### config.mk
export PLATFORM = sky130hd
export DESIGN_NAME = serial_cfg_port
export DESIGN_NICKNAME = d
export VERILOG_FILES = /design/src/rtl/serial_cfg_port.sv
export SDC_FILE = /design/constraint.sdc
export NUM_CORES = 1
export LEC_CHECK = 0
export ABC_AREA = 1
export BUFFER_PORTS_ARGS = -buffer_cell sky130_fd_sc_hd__buf_4
export CORE_MARGIN = 4
export CORE_UTILIZATION = 25
export DETAILED_ROUTE_END_ITERATION = 7
export GPL_TIMING_DRIVEN = 0
export PLACE_DENSITY = 0.42
export SETUP_SLACK_MARGIN = 0.05
export SLEW_MARGIN = 0
export SYNTH_ARGS = -nofsm -noshare
export SYNTH_HDL_FRONTEND = slang
export SYNTH_SLANG_ARGS = --single-unit
### constraint.sdc
create_clock -name clk -period 1.55 [get_ports clk]
set_clock_uncertainty 0.2 [all_clocks]
set_input_delay 0.2325 -clock clk [delete_from_list [all_inputs] [get_ports clk]]
set_output_delay 0.2325 -clock clk [all_outputs]
set_load 0.01 [all_outputs]
### src/rtl/serial_cfg_port.sv
module serial_cfg_port #(
  parameter int SYNC_STAGES = 2
) (
  input  logic        clk,
  input  logic        rst_n,
  input  logic        sclk,
  input  logic        sdata,
  input  logic        sle,
  output logic [15:0] int_word,
  output logic [11:0] frac_word,
  output logic        prescale_sel,
  output logic [11:0] mod_word,
  output logic [11:0] phase_word,
  output logic [9:0]  rdiv_word,
  output logic        ref_dbl,
  output logic        ref_half,
  output logic [3:0]  cp_level,
  output logic        div_buf_en,
  output logic [2:0]  out_div,
  output logic [28:0] r3_word,
  output logic [28:0] r4_word,
  output logic [28:0] r5_word
);
  localparam int TOP = SYNC_STAGES - 1;

  logic [TOP:0] ck_s, dt_s, le_s;
  logic         ck_d, le_d;
  logic [31:0]  shreg;

  always_ff @(posedge clk or negedge rst_n)
    if (!rst_n) begin
      ck_s <= '0; dt_s <= '0; le_s <= '0; ck_d <= 1'b0; le_d <= 1'b0;
    end else begin
      ck_s <= {ck_s[TOP-1:0], sclk};
      dt_s <= {dt_s[TOP-1:0], sdata};
      le_s <= {le_s[TOP-1:0], sle};
      ck_d <= ck_s[TOP];
      le_d <= le_s[TOP];
    end

  wire       shift_ev = ck_s[TOP] & ~ck_d;
  wire       load_ev  = le_s[TOP] & ~le_d;
  wire [2:0] code     = shreg[2:0];

  always_ff @(posedge clk or negedge rst_n)
    if (!rst_n) shreg <= '0;
    else if (shift_ev) shreg <= {shreg[30:0], dt_s[TOP]};

  logic [11:0] mod_stg, ph_stg;
  logic [9:0]  rdiv_stg;
  logic        dbl_stg, half_stg;
  logic [3:0]  cp_stg;
  logic [2:0]  div_stg;

  always_ff @(posedge clk or negedge rst_n)
    if (!rst_n) begin
      int_word <= '0; frac_word <= '0; prescale_sel <= 1'b0;
      mod_word <= '0; phase_word <= '0; rdiv_word <= '0;
      ref_dbl <= 1'b0; ref_half <= 1'b0; cp_level <= '0;
      div_buf_en <= 1'b0; out_div <= '0;
      r3_word <= '0; r4_word <= '0; r5_word <= '0;
      mod_stg <= '0; ph_stg <= '0; rdiv_stg <= '0;
      dbl_stg <= 1'b0; half_stg <= 1'b0; cp_stg <= '0; div_stg <= '0;
    end else if (load_ev) begin
      case (code)
        3'd0: begin
          int_word   <= shreg[18:3];
          frac_word  <= shreg[30:19];
          mod_word   <= mod_stg;
          phase_word <= ph_stg;
          rdiv_word  <= rdiv_stg;
          ref_dbl    <= dbl_stg;
          ref_half   <= half_stg;
          cp_level   <= cp_stg;
          out_div    <= div_stg;
        end
        3'd1: begin
          mod_stg      <= shreg[14:3];
          ph_stg       <= shreg[26:15];
          prescale_sel <= shreg[27];
        end
        3'd2: begin
          cp_stg     <= shreg[12:9];
          div_buf_en <= shreg[13];
          rdiv_stg   <= shreg[23:14];
          half_stg   <= shreg[24];
          dbl_stg    <= shreg[25];
        end
        3'd3: r3_word <= shreg[31:3];
        3'd4: begin
          r4_word <= shreg[31:3];
          div_stg <= shreg[22:20];
          if (!div_buf_en) out_div <= shreg[22:20];
        end
        3'd5: r5_word <= shreg[31:3];
        default: ;
      endcase
    end

  AST_QUIET_WITHOUT_LOAD: assert property (@(posedge clk) disable iff (!rst_n)
    !load_ev |=> $stable({int_word, frac_word, mod_word, out_div, r4_word}));
  AST_HIGH_CODES_IGNORED: assert property (@(posedge clk) disable iff (!rst_n)
    (load_ev && code > 3'd5) |=> $stable({int_word, frac_word, prescale_sel, mod_word,
      phase_word, rdiv_word, cp_level, div_buf_en, out_div, r3_word, r4_word, r5_word}));
  AST_STAGED_HOLDS: assert property (@(posedge clk) disable iff (!rst_n)
    (load_ev && code != 3'd0) |=> $stable({mod_word, phase_word, rdiv_word, ref_dbl, ref_half, cp_level}));
  AST_COMMIT_ON_ZERO: assert property (@(posedge clk) disable iff (!rst_n)
    (load_ev && code == 3'd0) |=> (mod_word == $past(mod_stg) && rdiv_word == $past(rdiv_stg)
      && out_div == $past(div_stg)));
  AST_DIV_DIRECT: assert property (@(posedge clk) disable iff (!rst_n)
    (load_ev && code == 3'd4 && !div_buf_en) |=> out_div == $past(shreg[22:20]));
  AST_DIV_HELD: assert property (@(posedge clk) disable iff (!rst_n)
    (load_ev && code == 3'd4 && div_buf_en) |=> $stable(out_div));
endmodule

==> results of run 1 <==
## power by group
| part | internal [W] | switching, W |
|---|---|---|
| registers | 0.00676 | 0.000448 |
| logic | 0.00130 | 0.00138 |
| clock network | 0.00339 | 0.00254 |
## routing by layer
| layer | GRT usage | vias to the layer above |
|---|---|---|
| li1 | - | 3479 |
| met1 | 0.217 | 3581 |
| met2 | 0.262 | 123 |
| met3 | 0.0258 | 35 |
| met4 | 0.0316 | 0 |
| met5 | 0 | - |
## worst max-delay path by stage
stage	from	to	depth (start not counted)
final	shreg[1]	mod_word[6]	7
after global routing	shreg[1]	int_word[12]	7
after CTS	shreg[0]	int_word[2]	4
after detailed placement	shreg[2]	mod_word[6]	5
after global placement	rst_n	shreg[1]	1
after floorplan	shreg[1]	mod_word[1]	6
## metrics by stage
step	cell area [um^2]	power, W	TNS (ps)	hold slack [ps]	instances
2_1_floorplan	8920	0.00794	0	-263	905
3_3_place_gp	10700	0.00899	-545510	142	1524
3_5_place_dp	10800	0.00902	-47620	-101	1526
4_1_cts	13300	0.0157	-9330	-78.1	1646
5_1_grt	14400	0.0166	-25820	-48.1	1665
6_report	14400	0.0158	-13650	-58.6	1665
## flip-flops by register name (all words and copies together), names as in the netlist, 4 cells and up
name	count
cp_level	4
cp_stg	4
frac_word	12
int_word	16
mod_stg	12
mod_word	12
ph_stg	12
phase_word	12
r3_word	29
r4_word	29
r5_word	29
rdiv_stg	10
rdiv_word	10
shreg	32
## layout make-up
| class | instances | share of cell area |
|---|---|---|
| sequential | 240 | 0.419 |
| multi-input combinational | 539 | 0.225 |
| timing repair buffer | 257 | 0.194 |
| clock buffer | 41 | 0.0535 |
| buffer | 51 | 0.0462 |
| tap | 455 | 0.0396 |
| inverter | 76 | 0.0205 |
| clock inverter | 6 | 0.00209 |
## placed cells by master, fill, tap and decap left out, types with 2 or more instances in the layout
cell type,count
sky130_fd_sc_hd__nor2_4,4
sky130_fd_sc_hd__nand2_2,97
sky130_fd_sc_hd__clkbuf_8,11
sky130_fd_sc_hd__o21ai_2,51
sky130_fd_sc_hd__buf_16,6
sky130_fd_sc_hd__inv_1,70
sky130_fd_sc_hd__buf_8,12
sky130_fd_sc_hd__clkinv_2,6
sky130_fd_sc_hd__inv_2,4
sky130_fd_sc_hd__nand3_2,2
sky130_fd_sc_hd__buf_12,15
sky130_fd_sc_hd__o21ai_0,52
sky130_fd_sc_hd__dlygate4sd3_1,4
sky130_fd_sc_hd__clkbuf_16,38
sky130_fd_sc_hd__dfrtp_1,236
sky130_fd_sc_hd__nand3_4,5
sky130_fd_sc_hd__nand3_1,18
sky130_fd_sc_hd__nand2_4,45
sky130_fd_sc_hd__dfrtp_2,4
sky130_fd_sc_hd__nand2_1,152
sky130_fd_sc_hd__clkbuf_1,10
sky130_fd_sc_hd__clkbuf_2,8
sky130_fd_sc_hd__o21ai_1,107
sky130_fd_sc_hd__buf_6,137
sky130_fd_sc_hd__clkbuf_4,5
sky130_fd_sc_hd__buf_4,103
## logic make-up (layout without fill, tap and decap cells)
logic type,count (synthesis),after routing,synth area share
buffers and inverters,127,431,0.0604
AND/OR/NAND/NOR,326,327,0.147
AO/OA/AOI/OAI,212,212,0.119
flip-flops,240,240,0.674
## repair_timing
item	CTS	global route
gates cloned	10	8
resized for setup	338	272
pin swaps	22	25
hold endpoints to repair	243	23
buffers inserted	59	11
endpoints found under the setup margin	386	367
==> metrics.log, run 1 <==
INFO  metric layout.filler_cells = 3434
INFO  metric data_arrival_at_the_endpoint_of_the_critical_path = 1910 ps
INFO  metric hold_buffers = 4
INFO  metric last_weighted_congestion_value_of_the_routability_driven_placer = 0.733
INFO  metric failed_checks = negative hold slack, negative setup slack
INFO  metric initial_utilization = 0.256
INFO  metric drt-wirelength-per-cell = 19.1 um
INFO  metric min_period_over_period = 1.10
INFO  metric dp_slack = -437 ps
INFO  metric worst_slew_margin_rel = 0.606
INFO  metric final_nets = 1197
INFO  metric worstMarginPinSlew = 591 ps
INFO  metric asyncSetResetFlopFracSynth = 1.00
INFO  metric power.density = 1100 nW/um^2
INFO  metric clkSlewWorstSetupHoldPaths = roughly 60 ps
INFO  metric setup_viol = around 170
INFO  metric cell_area_after_technology_mapping = 8910 um^2
INFO  metric drt_iter0_markers = between 300 and 400
INFO  metric clock_tree_from_tritoncts = yes
INFO  metric floorplan.rows = 68
INFO  metric route.vias.total = 7218
INFO  metric place.detailed.hpwl = 20100 um
INFO  metric buffer_and_inverter_count_on_the_worst_path = 3
INFO  metric io_pins = 165
INFO  metric synth_nets = 910
INFO  metric insertion_delay = 530 ps
INFO  metric drv_cap = 0
INFO  metric cpLargestDelayFamily = buffers and inverters
INFO  metric layout-area-overhead-vs-synth = 61.1%
INFO  metric proportion_of_layout_cells_with_a_drive_suffix_above_1 = 0.462
INFO  metric grt_use_total = 0.157
INFO  metric rsz0062_at_grt = true
INFO  metric tritoncts.num_buffers = 27
INFO  metric report.final.slew_viol_count = 0
INFO  metric yosysSeqAreaShare = 0.674
INFO  metric post-route-util = 0.412
INFO  metric timing.critical_path.fanout_max = 9
INFO  metric kind_of_path_behind_the_tightest_hold_check = in2async
INFO  metric run_status = finished with violations
INFO  metric grt_remaining_overflow = 0
INFO  metric timing.critical_path.to_type = flip-flop
INFO  metric die_y = roughly 200 um
INFO  metric portBuffers = 164
INFO  metric core_area = approximately 35000 um^2
INFO  metric worstPathRequired = around 1800 ps
INFO  metric flop_to_flop_setup_slack = -160 ps
INFO  metric crit_slowest_cell = sky130_fd_sc_hd__dfrtp_2
INFO  metric synth_top_flop_cell = sky130_fd_sc_hd__dfrtp_1
INFO  metric via_per_inst = between 4 and 5
INFO  metric grt_pass1_wl = 47400 um
INFO  metric synth.yosys.warnings = 0
INFO  metric detailroute.wirelength.met2 = 15600 um
INFO  metric worstPathCellList = nor2_4, buf_6, nand3_4, buf_12, clkbuf_16, nand2_1, o21ai_1
INFO  metric die_area = 38700 um^2
INFO  metric remaining_drc_errors = 0
INFO  metric grt_max_degree = 114
INFO  metric chipWidth = 197 um
INFO  metric ys_top_cells_by_area = sky130_fd_sc_hd__dfrtp_1, sky130_fd_sc_hd__nand2_1, sky130_fd_sc_hd__o21ai_0
INFO  metric post-synth-top-area-fraction = 0.674
INFO  metric ys_types = 20
INFO  metric netlist.top_cell.by_area = sky130_fd_sc_hd__dfrtp_1
INFO  metric fmax = 585 MHz
INFO  metric clockBufferDepth = 3
INFO  metric worstSetupStartpointType = flip-flop
INFO  metric ant_nets = 0
INFO  metric total_area_of_multi_input_combinational_cells = 3240 um^2
INFO  metric period_minus_slack = around 1700 ps
INFO  metric reg2reg_from = shreg[1]
INFO  metric vdd_drop_max = 0.000768 V
INFO  metric r2r_end = mod_word[6]
INFO  metric hold_ws = -58.6 ps
INFO  metric maxUsedRoutingLayer = met4
INFO  metric post_synth_most_frequent_cells = sky130_fd_sc_hd__nand2_1, sky130_fd_sc_hd__dfrtp_1, sky130_fd_sc_hd__o21ai_0, sky130_fd_sc_hd__o21ai_1, sky130_fd_sc_hd__inv_1
INFO  metric rr_worst_depth = 7
INFO  metric post_synth_edffs = 0
INFO  metric detailedRoute.firstPassIterationCount = 4
INFO  metric cts_sinks = 240
INFO  metric syn-instance-count = approximately 910
INFO  metric final_critical_path_setup_slack = -159 ps
INFO  metric totalWireLength = 31800 um
INFO  metric critPathKind = reg2reg
INFO  metric cts_root_buf = sky130_fd_sc_hd__clkbuf_16
INFO  metric postSynthRegisterBits = 240
INFO  metric diodes = 0
INFO  metric top_count_cell_post_synth = sky130_fd_sc_hd__nand2_1
INFO  metric post_synth.cell_area_avg = between 9 and 10 um^2
INFO  metric detail_route.wirelength.met1 = 14500 um
INFO  metric leakage_power = just under 7 nW
INFO  metric ff_latch_area = ~6000 um^2
INFO  metric grt_pass1_vias = 7596
INFO  metric antenna_found_initial = 1
INFO  metric cts.htree.levels = 1
INFO  metric routed-wl-met3 = 1230 um
INFO  metric cpPeakStageDelay = 450 ps
INFO  metric timing.final.hold_violations = 23
(Power assumes the default switching activity.)
==> run 2: changes to the inputs <==
BUFFER_PORTS_ARGS = default   (was -buffer_cell sky130_fd_sc_hd__buf_4)
DONT_BUFFER_PORTS = 1   (was default)
PLACE_DENSITY = 0.38   (was 0.42)
==> run 2 against run 1 <==
Effect of this change: first-iteration DRC count is 19% lower; total power is 2.3% lower; wire length is 1.1% higher; critical endpoint is now int_word[13]; clock-buffer cell count is 1 higher; register-to-register slack better by 40 ps; the run still ends with negative hold slack, negative setup slack left; sequential power is 2.8% higher; fmax is 2.3% higher; global-route usage is 0.074 points lower; sequential share of layout area is 6.0 points higher; critical path depth is 1 higher.
==> metrics.log, run 2 (synthesis gave the netlist of run 1 again) <==
INFO  metric failed_checks = negative hold slack, negative setup slack
INFO  metric core_area = 34900 um^2 (unchanged)
INFO  metric insertion_delay = 530 ps (about the same)
INFO  metric die_y = 197 um (unchanged)
INFO  metric report.final.slew_viol_count = 0 (unchanged)
INFO  metric dp_slack = -458 ps (-20.8 ps)
INFO  metric timing.critical_path.to_type = flip-flop
INFO  metric grt_pass1_wl = 46200 um (-2.6%)
INFO  metric final_nets = 996 (-17%)
INFO  metric critPathKind = reg2reg
INFO  metric reg2reg_from = le_d
INFO  metric clkSlewWorstSetupHoldPaths = 60 ps (about the same)
INFO  metric diodes = 0 (unchanged)
INFO  metric die_area = 38700 um^2 (unchanged)
INFO  metric initial_utilization = 0.256 (unchanged)
INFO  metric rr_worst_depth = 8 (+1)
INFO  metric worst_slew_margin_rel = 0.640 (+0.0343)
INFO  metric antenna_found_initial = 0 (-1)
INFO  metric final_critical_path_setup_slack = -122 ps (+37.7 ps)
INFO  metric drt-wirelength-per-cell = 22.0 um (+15%)
INFO  metric clockBufferDepth = 3 (unchanged)
INFO  metric worstPathRequired = 1770 ps (+20 ps)
INFO  metric grt_pass1_vias = 6720 (-12%)
INFO  metric fmax = 598 MHz (+2.3%)
INFO  metric detailedRoute.firstPassIterationCount = 4 (unchanged)
INFO  metric grt_remaining_overflow = 0 (unchanged)
INFO  metric route.vias.total = 6548 (-9.3%)
INFO  metric power.density = 1230 nW/um^2 (+12%)
INFO  metric rsz0062_at_grt = true
INFO  metric ant_nets = 0 (unchanged)
INFO  metric via_per_inst = 4.48 (+3.3%)
INFO  metric drv_cap = 0 (unchanged)
INFO  metric remaining_drc_errors = 0 (unchanged)
INFO  metric hold_buffers = 3 (-1)
INFO  metric proportion_of_layout_cells_with_a_drive_suffix_above_1 = 0.378 (-0.0836)
INFO  metric layout-area-overhead-vs-synth = 41.0%
INFO  metric startpoint_of_the_most_critical_setup_path = le_d
INFO  metric cts_root_buf = sky130_fd_sc_hd__clkbuf_16
INFO  metric portBuffers = 0 (-100%)
INFO  metric hold_ws = -799 ps (-740 ps)
INFO  metric chipWidth = 197 um (unchanged)
INFO  metric last_weighted_congestion_value_of_the_routability_driven_placer = 0.742 (+1.2%)
INFO  metric drt_iter0_markers = 285 (-19%)
INFO  metric io_pins = 165 (unchanged)
INFO  metric cts_sinks = 240 (unchanged)
INFO  metric layout_common_cells = sky130_fd_sc_hd__dfrtp_1, sky130_fd_sc_hd__nand2_1, sky130_fd_sc_hd__nand2_2, sky130_fd_sc_hd__o21ai_1, sky130_fd_sc_hd__inv_1
INFO  metric vdd_drop_max = 0.000705 V (-8.2%)
INFO  metric kind_of_path_behind_the_tightest_hold_check = in2async
INFO  metric cts.htree.levels = 1 (unchanged)
INFO  metric tritoncts.num_buffers = 28 (+3.7%)
INFO  metric grt_use_total = 0.156 (-0.000744)
INFO  metric worstMarginPinSlew = 539 ps (-51.4 ps)
INFO  metric timing.final.hold_violations = 240 (+940%)
INFO  metric largest_register_ffs = 32 (unchanged)
INFO  metric leakage_power = 5.77 nW (-16%)
INFO  metric totalWireLength = 32200 um (+1.1%)
INFO  metric period_minus_slack = 1670 ps (-37.7 ps)
INFO  metric layout_commonest_cell = sky130_fd_sc_hd__dfrtp_1
INFO  metric largest-register = shreg
INFO  metric worstSetupStartpointType = flip-flop
INFO  metric r2r_end = int_word[13]
INFO  metric flop_to_flop_setup_slack = -120 ps (+40 ps)
INFO  metric timing.critical_path.fanout_max = 5 (-4)
INFO  metric clock_tree_from_tritoncts = yes
INFO  metric grt_max_degree = 241 (+110%)
INFO  metric floorplan.rows = 68 (unchanged)
INFO  metric data_arrival_at_the_endpoint_of_the_critical_path = 1890 ps (-20 ps)
INFO  metric run_status = finished with violations
INFO  metric sum_of_negative_setup_slack = -11150 ps (+2510 ps)
INFO  metric place.detailed.hpwl = 19700 um (-2.2%)
INFO  metric setup_viol = 174 (unchanged)
INFO  metric min_period_over_period = 1.08 (-0.0244)
[run 2: cell types whose count changed in the layout (fill, tap and decap cells not counted), moves of 5 or more]
cell	before	now
sky130_fd_sc_hd__nand3_2	2	10
sky130_fd_sc_hd__o21ai_2	51	66
sky130_fd_sc_hd__buf_6	137	18
sky130_fd_sc_hd__clkbuf_1	10	5
sky130_fd_sc_hd__nand3_1	18	10
sky130_fd_sc_hd__o21ai_1	107	95
sky130_fd_sc_hd__buf_4	103	20
sky130_fd_sc_hd__clkbuf_16	38	43
[run 2: worst max-delay path by stage]
stage / endpoint / cells past startpoint
floorplan: mod_word[1] / 6
global placement: mod_word[6] / 5
detailed placement: mod_word[6] / 5
CTS: int_word[14] / 9
global route: frac_word[6] / 8
finish: int_word[13] / 8
[run 2: worst max-delay path, stage by stage, from the launching register on]
cell,delay [ps]
sky130_fd_sc_hd__dfrtp_1,390
sky130_fd_sc_hd__nor2_4,220
sky130_fd_sc_hd__buf_6,140
sky130_fd_sc_hd__buf_6,90
sky130_fd_sc_hd__nand3_4,70
sky130_fd_sc_hd__buf_12,160
sky130_fd_sc_hd__clkbuf_16,170
sky130_fd_sc_hd__nand2_4,50
sky130_fd_sc_hd__o21ai_2,50
[run 2: metal layers]
metal  global-route usage  vias up  routed length (um)
li1                     -     3086                   -
met2                0.253      126               15500
met1                0.210     3297               14200
met5                    0        -                   0
met4               0.0354        0                 597
met3               0.0421       39                1890
[run 2: area by class of cell]
| type | instances | area, um^2 |
|---|---|---|
| clock inverters | 4 | 22.5 |
| repair buffers | 57 | 841 |
| clock buffers | 42 | 855 |
| multi-input cells | 539 | 3310 |
| well taps | 455 | 569 |
| flip-flops and latches | 240 | 6010 |
| fillers | 3532 | 22300 |
| inverters | 76 | 289 |
| plain buffers | 49 | 672 |
[run 2: power by group]
| group | total [W] | leakage, nW | internal (W) | switching (W) |
|---|---|---|---|---|
| combinational | 0.00173 | 2.04 | 0.000753 | 0.000978 |
| clock | 0.00633 | 0.433 | 0.00375 | 0.00258 |
| sequential | 0.00740 | 3.30 | 0.00676 | 0.000642 |
| total | 0.0155 | 5.77 | 0.0113 | 0.00420 |
[run 2: stage by stage]
step	total power, W	area (um^2)	instances	util
floorplan	0.00794	8920	905	-
global placement	0.00842	9490	1360	0.272
detailed placement	0.00844	9490	1360	0.272
CTS	0.0153	11400	1443	0.326
global route	0.0162	12600	1462	0.360
finish	0.0155	12600	1462	0.360
[run 2: what timing repair did]
item	4_1_cts	5_1_grt
pin swaps	10	22
gates resized for setup	231	282
endpoints found under the hold margin	243	240
setup endpoints to repair	232	218
gates cloned	8	11
setup buffers	29	8
